$ cat config.mk
export PLATFORM = sky130hd
export DESIGN_NAME = bank_sram_ctrl
export DESIGN_NICKNAME = d
export VERILOG_FILES = /design/src/rtl/sram_bank_pkg.sv /design/src/rtl/bank_sel.sv /design/src/rtl/start_detect.sv /design/src/rtl/strobe_timer.sv /design/src/rtl/bank_sram_ctrl.sv
export SDC_FILE = /design/constraint.sdc
export NUM_CORES = 1
export LEC_CHECK = 0
export BUFFER_PORTS_ARGS = -buffer_cell sky130_fd_sc_hd__buf_2
export CAP_MARGIN = 30
export CORE_MARGIN = 8
export CORE_UTILIZATION = 23
export CTS_CLUSTER_SIZE = 25
export DETAILED_ROUTE_END_ITERATION = 16
export GPL_ROUTABILITY_DRIVEN = 0
export GPL_TIMING_DRIVEN = 0
export PLACE_DENSITY = 0.51
export SLEW_MARGIN = 20
export SYNTH_ARGS = -nofsm -noshare
export SYNTH_HDL_FRONTEND = slang
export SYNTH_SLANG_ARGS = --single-unit
$ cat constraint.sdc
create_clock -name clk -period 3.1 [get_ports clk]
set_clock_uncertainty 0.2 [all_clocks]
set_input_delay 0.62 -clock clk [delete_from_list [all_inputs] [get_ports clk]]
set_output_delay 0.62 -clock clk [all_outputs]
set_load 0.03 [all_outputs]
$ cat src/rtl/sram_bank_pkg.sv
package sram_bank_pkg;
  typedef enum logic [2:0] {
    ST_IDLE,
    ST_SETUP,
    ST_STROBE,
    ST_HOLD,
    ST_YIELD
  } sram_st_t;
endpackage

$ cat src/rtl/bank_sel.sv
// Page-to-bank decoder: lowest bank whose boundary exceeds the page wins.
module bank_sel #(
  parameter int NBANK = 4,
  parameter int BND_W = 8,
  parameter int PG_W  = 6,
  localparam int BK_W = $clog2(NBANK)
) (
  input  logic [PG_W-1:0]        page,
  input  logic [NBANK*BND_W-1:0] bounds,
  output logic [BK_W-1:0]        bank
);
  logic [NBANK-1:0] hit;
  logic [NBANK-1:0] unused_hi;

  for (genvar i = 0; i < NBANK; i++) begin : g_cmp
    assign hit[i]       = page < bounds[i*BND_W +: PG_W];
    assign unused_hi[i] = ^bounds[i*BND_W+PG_W +: BND_W-PG_W];
  end

  always_comb begin
    bank = BK_W'(NBANK-1);
    for (int i = NBANK-1; i >= 0; i--) begin
      if (hit[i]) bank = BK_W'(i);
    end
  end
endmodule

$ cat src/rtl/start_detect.sv
// Rising-edge detector with a pending flag held until consumed.
module start_detect (
  input  logic clk,
  input  logic rst,
  input  logic start_in,
  input  logic consume,
  output logic rise,
  output logic pending
);
  logic prev_q;

  assign rise = start_in & ~prev_q;

  always_ff @(posedge clk) begin
    if (rst) begin
      prev_q  <= 1'b0;
      pending <= 1'b0;
    end else begin
      prev_q <= start_in;
      if (rise)         pending <= 1'b1;
      else if (consume) pending <= 1'b0;
    end
  end
endmodule

$ cat src/rtl/strobe_timer.sv
// Down-counter setting the strobe length: load ws, done when it reaches zero.
module strobe_timer #(
  parameter int WS_W = 3
) (
  input  logic            clk,
  input  logic            rst,
  input  logic            load,
  input  logic [WS_W-1:0] val,
  output logic            done
);
  logic [WS_W-1:0] cnt_q;

  assign done = (cnt_q == '0);

  always_ff @(posedge clk) begin
    if (rst)              cnt_q <= '0;
    else if (load)        cnt_q <= val;
    else if (cnt_q != '0) cnt_q <= cnt_q - 1'b1;
  end
endmodule

$ cat src/rtl/bank_sram_ctrl.sv
module bank_sram_ctrl
  import sram_bank_pkg::*;
#(
  parameter int ADDR_W    = 16,
  parameter int DATA_W    = 16,
  parameter int NBANK     = 4,
  parameter int BND_W     = 8,
  parameter int PAGE_LOG2 = 10,
  parameter int WS_W      = 3,
  parameter int LEN_W     = 8
) (
  input  logic                   clk,
  input  logic                   rst,
  input  logic [WS_W-1:0]        ws_cfg,
  input  logic [NBANK*BND_W-1:0] bank_bound,
  input  logic [ADDR_W-1:0]      blk_base,
  input  logic [LEN_W-1:0]       blk_len,
  input  logic                   req_valid,
  input  logic                   req_write,
  input  logic [ADDR_W-1:0]      req_addr,
  input  logic [DATA_W-1:0]      req_wdata,
  output logic                   req_ready,
  output logic                   rsp_valid,
  output logic [DATA_W-1:0]      rsp_rdata,
  output logic [ADDR_W-1:0]      mem_addr,
  output logic [DATA_W-1:0]      mem_dout,
  input  logic [DATA_W-1:0]      mem_din,
  output logic                   mem_data_oe,
  output logic                   mem_bus_oe,
  output logic [NBANK-1:0]       mem_cs_n,
  output logic                   mem_we_n,
  output logic                   mem_rd_n,
  input  logic                   bus_req_n,
  input  logic                   start_tx,
  output logic                   tx_ready,
  input  logic                   start_rx,
  input  logic [DATA_W-1:0]      rx_wdata,
  output logic                   rx_take,
  output logic                   rx_ready
);
  localparam int PG_W = ADDR_W - PAGE_LOG2;
  localparam int BK_W = $clog2(NBANK);

  sram_st_t          st;
  logic              wr_q;
  logic [WS_W-1:0]   ws_q;
  logic [BK_W-1:0]   bank_q;
  logic              blk_on, blk_wr;
  logic [LEN_W-1:0]  blk_left;
  logic [ADDR_W-1:0] blk_addr;

  logic              tx_rise, tx_pend, rx_rise, rx_pend;
  logic              tx_go, rx_go, idle_free;
  logic [ADDR_W-1:0] launch_addr;
  logic [BK_W-1:0]   launch_bank;
  logic              tmr_done;

  // Arbitration: bus request, then a running block, then new blocks, then single requests
  assign idle_free   = (st == ST_IDLE) && bus_req_n && !blk_on;
  assign tx_go       = idle_free && tx_pend;
  assign rx_go       = idle_free && !tx_pend && rx_pend;
  assign req_ready   = idle_free && !tx_pend && !rx_pend;
  assign launch_addr = blk_on ? blk_addr : req_addr;

  start_detect u_tx_start (
    .clk(clk), .rst(rst), .start_in(start_tx), .consume(tx_go),
    .rise(tx_rise), .pending(tx_pend)
  );

  start_detect u_rx_start (
    .clk(clk), .rst(rst), .start_in(start_rx), .consume(rx_go),
    .rise(rx_rise), .pending(rx_pend)
  );

  bank_sel #(.NBANK(NBANK), .BND_W(BND_W), .PG_W(PG_W)) u_bank (
    .page(launch_addr[ADDR_W-1 -: PG_W]), .bounds(bank_bound), .bank(launch_bank)
  );

  strobe_timer #(.WS_W(WS_W)) u_tmr (
    .clk(clk), .rst(rst), .load(st == ST_SETUP), .val(ws_q), .done(tmr_done)
  );

  always_ff @(posedge clk) begin
    if (rst) begin
      st          <= ST_IDLE;
      wr_q        <= 1'b0;
      ws_q        <= '0;
      bank_q      <= '0;
      blk_on      <= 1'b0;
      blk_wr      <= 1'b0;
      blk_left    <= '0;
      blk_addr    <= '0;
      mem_addr    <= '0;
      mem_dout    <= '0;
      mem_data_oe <= 1'b0;
      mem_bus_oe  <= 1'b1;
      mem_cs_n    <= '1;
      mem_we_n    <= 1'b1;
      mem_rd_n    <= 1'b1;
      rsp_valid   <= 1'b0;
      rsp_rdata   <= '0;
      tx_ready    <= 1'b0;
      rx_ready    <= 1'b0;
      rx_take     <= 1'b0;
    end else begin
      rsp_valid <= 1'b0;
      rx_take   <= 1'b0;
      if (tx_rise) tx_ready <= 1'b0;
      if (rx_rise) rx_ready <= 1'b0;
      unique case (st)
        ST_IDLE: begin
          if (!bus_req_n) begin
            st         <= ST_YIELD;
            mem_bus_oe <= 1'b0;
          end else if (blk_on || (req_ready && req_valid)) begin
            st          <= ST_SETUP;
            mem_addr    <= launch_addr;
            bank_q      <= launch_bank;
            ws_q        <= ws_cfg;
            wr_q        <= blk_on ? blk_wr : req_write;
            mem_dout    <= blk_on ? rx_wdata : req_wdata;
            mem_data_oe <= blk_on ? blk_wr : req_write;
            rx_take     <= blk_on && blk_wr;
          end else if (tx_go || rx_go) begin
            blk_on   <= 1'b1;
            blk_wr   <= rx_go;
            blk_addr <= blk_base;
            blk_left <= blk_len;
          end
        end
        ST_SETUP: begin
          st       <= ST_STROBE;
          mem_cs_n <= ~(NBANK'(1) << bank_q);
          mem_we_n <= ~wr_q;
          mem_rd_n <= wr_q;
        end
        ST_STROBE: begin
          if (tmr_done) begin
            st       <= ST_HOLD;
            mem_cs_n <= '1;
            mem_we_n <= 1'b1;
            mem_rd_n <= 1'b1;
            if (!wr_q) begin
              rsp_valid <= 1'b1;
              rsp_rdata <= mem_din;
            end
          end
        end
        ST_HOLD: begin
          st          <= ST_IDLE;
          mem_data_oe <= 1'b0;
          if (blk_on) begin
            if (blk_left == '0) begin
              blk_on <= 1'b0;
              if (blk_wr) rx_ready <= 1'b1;
              else        tx_ready <= 1'b1;
            end else begin
              blk_left <= blk_left - 1'b1;
              blk_addr <= blk_addr + 1'b1;
            end
          end
        end
        ST_YIELD: begin
          if (bus_req_n) begin
            st         <= ST_IDLE;
            mem_bus_oe <= 1'b1;
          end
        end
        default: st <= ST_IDLE;
      endcase
    end
  end
endmodule

# Yosys cells after proc, flatten, opt, wreduce, memory -nomap -nowiden
# Index checks and enable logic that the tools add are counted.
# Widths: inputs -> output; s select.
[word_totals] regBits=102 inputBits=130 elab_cells=148
[op_classes] add_sub_neg=3 magnitude_cmp=3 eq_ne=14 shifts=1 mux=57 bitwise=11 reduce_logical=34
[ops] operator="$mux 16" count=7
[ops] operator="$mux 8" count=5
[ops] operator="$pmux 16 s2" count=1
[ops] operator="$mux 1" count=27
[ops] operator="$lt 6x6->1" count=3
[ops] operator="$mux 3" count=6
[ops] operator="$add 16x1->16 const B" count=1
[ops] operator="$pmux 8 s2" count=1
[ops] operator="$reduce_and 3->1" count=5
[ops] operator="$ne 2x2->1 const B" count=7
[ops] operator="$pmux 3 s4" count=1
[ops] operator="$reduce_bool 2->1" count=6
[ops] operator="$pmux 1 s2" count=5
[ops] operator="$logic_and 1x1->1" count=8
[ops] operator="$logic_not 8->1" count=1
[ops] operator="$not 1->1" count=8
[ops] operator="$pmux 4 s2" count=1
[ops] operator="$reduce_and 4->1" count=2
[ops] operator="$sub 8x1->8 const B" count=1
[ops] operator="$eq 3x2->1 const B" count=2
[ops] operator="$logic_not 3->1" count=2
[ops] operator="$reduce_and 6->1" count=1
[ops] operator="$mux 2" count=2
[ops] operator="$mux 4" count=1
[ops] operator="14 further kinds" count=19

# Longest topological paths before layout
# Gate-level depths: netlist of the first run.
[depth] depth_word=10 ltp_mapped=8 mapped_depth_nobuf=6

# By module
# From an unflattened synthesis of the first run, not the netlist that was laid out.
[unflattened] hier_cells=611 hier_area_um2=5335.1
[modules_own_cells] mod="bank_sram_ctrl" instances=1 cells_per_inst=523 area_per_inst_um2=4583.1 seq_area_each_um2=1901.8
[modules_own_cells] mod="bank_sel" instances=1 cells_per_inst=54 area_per_inst_um2=392.9 seq_area_each_um2=0.0
[modules_own_cells] mod="strobe_timer" instances=1 cells_per_inst=22 area_per_inst_um2=206.4 seq_area_each_um2=60.1
[modules_own_cells] mod="start_detect" instances=2 cells_per_inst=6 area_per_inst_um2=76.3 seq_area_each_um2=40.0

# Least setup slack after synthesis of the first run
# Ideal clock, no wire load.
[synth_timing] path_kind="in2out" startpoint="in bus_req_n" endpoint="out req_ready" arrival_ns=2.008 required_time_ns=2.280 slack_ns=0.272 cell_stages=3 n_path_buf=0 path_cell_list="or3b_4 > or3_1 > nor3_1"
[synth_via] elab_chain_cells=4
[synth_lines] item="start, declared" line_no="bank_sram_ctrl.sv:33" source="input logic bus_req_n,"
[synth_lines] item="$logic_and 1x1->1 (2 in a row)" line_no="bank_sram_ctrl.sv:59" source="assign idle_free = (st == ST_IDLE) && bus_req_n && !blk_on;"
[synth_lines] item="$logic_and 1x1->1 (2 in a row)" line_no="bank_sram_ctrl.sv:62" source="assign req_ready = idle_free && !tx_pend && !rx_pend;"
[synth_lines] item="end, declared" line_no="bank_sram_ctrl.sv:22" source="output logic req_ready,"
# Every way passes these cells.

# Final worst setup path of the first run
[layout_timing] startpoint="reg st[0]" endpoint="out req_ready"
[layout_via] elab_chain_cells=5
[layout_lines] item="start, declared" line_no="bank_sram_ctrl.sv:44" source="sram_st_t st;"
[layout_lines] item="start signal, assigned" line_no="bank_sram_ctrl.sv:85" source="st <= ST_IDLE;"
[layout_lines] item="start signal, assigned" line_no="bank_sram_ctrl.sv:113" source="st <= ST_YIELD;"
[layout_lines] item="start signal, assigned" line_no="bank_sram_ctrl.sv:116" source="st <= ST_SETUP;"
[layout_lines] item="$logic_not 3->1" line_no="bank_sram_ctrl.sv:59"
[layout_lines] item="$logic_and 1x1->1 (2 in a row)" line_no="bank_sram_ctrl.sv:59"
[layout_lines] item="$logic_and 1x1->1 (2 in a row)" line_no="bank_sram_ctrl.sv:62"
# Every way passes these cells.

==> results.yml, run 1 <==
power:
  internal-power_w: 0.00242
  p_comb_share_pct: 24.2
  power.switching_w: 0.00116
  p_seq_share_pct: 41.7
  power_switching_share_pct: 32.5
  ir_drop_uv: 310
  clkPwrFrac_pct: 34.1
  finalPower_w: 0.00358
  power.leakage_nw: 2.83
  powerDensity_nw_per_um2: 524
yosys:
  netlist_top_cells_area: "dfxtp_1, mux2i_1, nor2_1"
  synth_area_per_cell_um2: 8.78
  ys_types: 68
  synth_top_area_cell: "dfxtp_1"
  synth_edf_count: 0
  yosys.area.top_type_share_pct: 38.7
  ys_seq_area_share_pct: 38.7
  synth_warnings: 0
  async_reset_ff_share_pct: 0
  ys.flop_type: "dfxtp_1"
  syn_nets: 751
  synth_area_um2: 5280
  synth_seq_cells: 102
  syn_inst: 601
timing:
  fin_setup_tns_ns: 0
  finalMaxSlewViolations: 0
  setup_viol: 0
  rsz0062_at_grt: "false"
  fin_crit_sh_pct: 94.1
  max_slew_margin_pct: 40.8
  worst_pin_slew_ns: 0.880
  finalCriticalPeriod_ns: 2.92
  final-hold-violation-count: 0
  fmax_mhz: 343
cells_and_area:
  final_util_pct: 30.2
  final_common_cell: "buf_2"
  nets: 937
  layout.cells.most_common_list: "buf_2, dfxtp_1, nor2_1"
  final_area_um2: 6820
  drive_gt1_share_pct: 29.7
  fillers: 2458
  syn2layout_area_growth_pct: 29.3
clock_tree:
  htree_num_levels: 3
  clk_pin_slew_ns: 0.08
  clk_latency_ns: 0.36
  cts_hold_buf: 0
  post_cts_buffers: 0
  cts_tree: "built"
  cts-root-buf: "clkbuf_16"
  clockBufferDepth: 2
  cts.repair.resized: 0
  cts_buffers: 9
  clock_sinks: 102
setup_path:
  critPathRequiredTime_ns: 2.28
  start_kind: "flop"
  worstSetupEndpointType: "output port"
  crit_type: "flop to output port"
  worst-path-max-fanout: 10
  arrival_ns: 2.10
drt:
  vias: 5166
  final_antenna_net_count: 0
  drt-total-wl_mm: 19.5
  via_per_inst: 4.79
  post_drt_wl_per_cell_um: 18.1
  firstDrtPassIters: 5
  drc: 0
  drtIter0Drc: 272
floorplanning:
  die_y_um: 167
  start_util_pct: 23.4
  fp.dieArea_um2: 28000
  core_um2: 22600
  rows: 55
  fp.dieW_um: 167
  io_pins: 191
grt:
  grt_max_degree: 19
  grt_pass1_wl_mm: 30.2
  antenna_found_initial: 3
  grt_overflow: 0
  grt_use_total_pct: 13.7
  grt_pass1_vias: 5226
flow_run:
  cap_violations: 0
hold_path:
  hold_path.class: "flop to flop"
place:
  port_buffers: 175
  placed_area_um2: 6510
  dp_hpwl_mm: 15.0
outcome:
  status: "complete, no violations"
power groups by stage:
stage	Combinational (W)	Clock [W]	Sequential, W
finish	0.000866	0.00122	0.00149
detailed placement	0.000873	0	0.00152
global route	0.000964	0.00132	0.00150
floorplan	0.000500	0	0.00160
CTS	0.000877	0.00127	0.00149
global placement	0.000871	0	0.00152
final timing paths:
check | start | endpoint | slack, ns | cells after the start
worst max-delay path | st[0]$_SDFFE_PP0P_ | req_ready | 0.18 | 5
worst min-delay path | mem_addr[12]$_SDFFE_PP0P_ | mem_addr[12]$_SDFFE_PP0P_ | 0.25 | 2
worst max register to register | blk_on$_SDFFE_PP0P_ | bank_q[1]$_SDFFE_PP0P_ | 0.32 | 8
worst min register to register | mem_addr[12]$_SDFFE_PP0P_ | mem_addr[12]$_SDFFE_PP0P_ | 0.25 | 2
final cells by class:
type	instances	area [um2]	share of cell area, %
Clock inverter	6	72.6	1.06
Buffer	49	236	3.47
Sequential cell	102	2040	29.9
Inverter	27	101	1.49
Multi-Input combinational cell	423	2900	42.4
Clock buffer	10	239	3.50
Tap cell	285	357	5.23
Antenna cell	1	2.50	0.0367
Timing Repair Buffer	175	876	12.8
layer usage:
layer,GRT usage [%],up-vias,part of all wire (%),wire length (um)
li1,-,2594,-,-
met1,17.5,2352,47,9090
met2,21.6,188,44,8600
met3,3.50,26,7.1,1380
met4,5.43,6,2.2,421
met5,0,-,0.14,27
state kept, by name, indices dropped and copies added (netlist names), 2 cells and up:
signal and cells:
mem_cs_n 4, blk_left 8, rsp_rdata 16, u_tmr.cnt_q 3, st 3, mem_addr 16, ws_q 3, bank_q 2
blk_addr 16, mem_dout 16
through the flow:
step | std cells | worst slack, ns | hold WS, ns
floorplan | 601 | 0.272 | 0.232
global placement | 1061 | 0.252 | 0.243
detailed placement | 1061 | 0.254 | 0.244
CTS | 1077 | 0.118 | 0.256
global route | 1077 | 0.0976 | 0.278
finish | 1078 | 0.182 | 0.254
synth_stat cells, drive strengths merged, types with 7 or more instances:
library cell	number
nand3	7
buf	24
nor4	10
nand2	46
mux2i	44
a211oi	33
a21oi	38
o22ai	7
dfxtp	102
o21ai	18
o32ai	8
ha	20
nor2	70
nand2b	7
a221oi	7
clkbuf	25
inv	26
nor3	13
nand4	9
critical path: stages (launching register included):
cell and delay, ns:
dfxtp_1 0.32, buf_6 0.14, or3b_4 0.43, or3_1 0.36, nor3_1 0.24, buf_2 0.26
cell families after synthesis:
group | after synthesis | synth area share, %
xor gates and xnor gates | 2 | 0.332
adders and majority gates | 20 | 4.74
and+or+nand+nor | 193 | 18.2
DFF | 102 | 38.7
buffers and inverters | 76 | 6.40
muxes | 50 | 9.63
AOI/OAI and AO/OA | 158 | 22.0
Power figures use the tool's default switching activity.
==> run 2: changes to the inputs <==
- CAP_MARGIN: 30 -> unset
- CORE_MARGIN: 8 -> 3
==> run 2 against run 1 <==
  * Fmax increased by 2.6%
  * Cell count decreased by 0.56%
  * Sequential share of layout area increased by 0.14 points
  * Critical endpoint is now bank_q[0]$_SDFFE_PP0P_
==> results.yml, run 2 (same netlist as run 1, synthesis figures left out) <==
outcome:
  status: "complete, no violations"
place:
  pre_cts_slack_ns: 0.230
  port_buffers: 175
  dp_hpwl_mm: 14.2
  placed_area_um2: 6500
grt:
  grt_max_degree: 20
  grt_pass1_vias: 4882
  grt_overflow: 0
  antenna_found_initial: 3
  grt_pass1_wl_mm: 27.7
  grt_use_total_pct: 14.6
setup_path:
  cp_cell_sequence: "buf_2, buf_2, mux2_2, ha_1, nand4_1, a311o_1, a211oi_1, o41ai_1"
  worstSetupEndpointType: "flop"
  crit_top_cell: "buf_2"
  worst_path_dominant_cell_family: "compound AO/OA/AOI/OAI gates"
  r2r-start: "blk_on$_SDFFE_PP0P_"
  slowest_stage: "mux2_2"
  critPathRequiredTime_ns: 3.11
  crit_type: "flop to flop"
  arrival_ns: 2.86
  worst-path-max-fanout: 10
  cp_num_buf_inv: 2
  r2r_slack_ns: 0.26
  start_kind: "flop"
  max_stage_delay_ns: 0.43
  r2r-end: "bank_q[0]$_SDFFE_PP0P_"
  ff2ff_path_depth: 8
floorplanning:
  rows: 54
  fp.dieArea_um2: 24800
  fp.dieW_um: 157
  core_um2: 22200
  io_pins: 191
  start_util_pct: 23.8
  die_y_um: 157
timing:
  rsz0062_at_grt: "false"
  final-hold-violation-count: 0
  finalCriticalPeriod_ns: 2.84
  max_slew_margin_pct: 34.8
  setup_viol: 0
  fin_crit_sh_pct: 91.7
  setup_ws_ns: 0.256
  holdWs_ns: 0.253
  worst_pin_slew_ns: 0.969
  fmax_mhz: 352
  fin_setup_tns_ns: 0
  finalMaxSlewViolations: 0
hold_path:
  hold_path.class: "flop to flop"
  hold_path_end: "mem_addr[12]$_SDFFE_PP0P_"
  min_from: "mem_addr[12]$_SDFFE_PP0P_"
  holdPathStages: 2
clock_tree:
  clk_pin_slew_ns: 0.08
  cts-root-buf: "clkbuf_16"
  htree_num_levels: 3
  cts.repair.resized: 0
  clock_sinks: 102
  clk_latency_ns: 0.35
  cts_hold_buf: 0
  clockBufferDepth: 2
  cts_buffers: 9
  cts_tree: "built"
  post_cts_buffers: 0
cells_and_area:
  diodes: 0
  final_common_cell: "buf_2"
  final_area_um2: 6790
  fillers: 2424
  drive_gt1_share_pct: 29.7
  nets: 937
  layout.cells.most_common_list: "buf_2, dfxtp_1, nor2_1"
  syn2layout_area_growth_pct: 28.7
drt:
  vias: 5088
  post_drt_wl_per_cell_um: 17.3
  via_per_inst: 4.75
  drc: 0
  final_antenna_net_count: 0
  firstDrtPassIters: 5
  drtIter0Drc: 240
  drt-total-wl_mm: 18.5
power:
  power.leakage_nw: 2.82
  internal-power_w: 0.00232
  power.switching_w: 0.00118
  finalPower_w: 0.00350
  ir_drop_uv: 242
  p_seq_share_pct: 42.6
  power_switching_share_pct: 33.8
  clkPwrFrac_pct: 32.8
  p_comb_share_pct: 24.7
  powerDensity_nw_per_um2: 515
flow_run:
  cap_violations: 0
run 2: cell count changes in the layout (fill, tap and decap cells not counted):
cell,change
clkinv_4,+2
diode_2,-1
inv_8,+2
clkinvlp_4,+1
bufinv_16,-1
inv_6,-3
clkbuf_8,-1
run 2: power by group through the flow:
stage                     clock network [W]  logic [W]  registers, W
after floorplan                           0   0.000500       0.00160
after global placement                    0   0.000863       0.00152
after detailed placement                  0   0.000871       0.00152
after CTS                           0.00118   0.000873       0.00149
after global routing                0.00123   0.000962       0.00151
final                               0.00115   0.000863       0.00149
run 2: worst max-delay path by stage:
stage,endpoint,startpoint,cells past startpoint
6_report,bank_q[0]$_SDFFE_PP0P_,blk_on$_SDFFE_PP0P_,8
5_1_grt,bank_q[0]$_SDFFE_PP0P_,blk_on$_SDFFE_PP0P_,8
4_1_cts,bank_q[0]$_SDFFE_PP0P_,blk_on$_SDFFE_PP0P_,8
3_5_place_dp,bank_q[0]$_SDFFE_PP0P_,blk_on$_SDFFE_PP0P_,8
3_3_place_gp,bank_q[0]$_SDFFE_PP0P_,blk_on$_SDFFE_PP0P_,8
2_1_floorplan,req_ready,bus_req_n,3
run 2: per-layer routing:
metal  part of all wire, %  global-route usage [%]  vias to the layer above
met2                    45                    23.5                      163
li1                      -                       -                     2591
met3                   6.1                    3.11                       18
met4                  0.89                    3.22                        6
met5                  0.22                       0                        -
met1                    48                    20.0                     2310
run 2: layout make-up:
type                    count  area (um2)  share of cell area (%)
well taps                 280         350                    5.16
clock inverters             7        63.8                   0.940
repair buffers            175         876                    12.9
inverters                  27         101                    1.49
clock buffers               9         225                    3.32
multi-input cells         423        2900                    42.6
flip-flops and latches    102        2040                    30.1
plain buffers              49         236                    3.48
run 2: per-stage QoR:
step,utilization (%),instances
4_1_cts,30.6,1072
6_report,30.6,1072
2_1_floorplan,-,601
3_5_place_dp,29.3,1056
5_1_grt,30.6,1072
3_3_place_gp,29.3,1056
run 2: worst reg2reg max path, stage by stage, from the launching register on:
cell and delay, ns:
dfxtp_1 0.31, buf_2 0.26, buf_2 0.31, mux2_2 0.43, ha_1 0.32, nand4_1 0.10
a311o_1 0.31, a211oi_1 0.34, o41ai_1 0.13
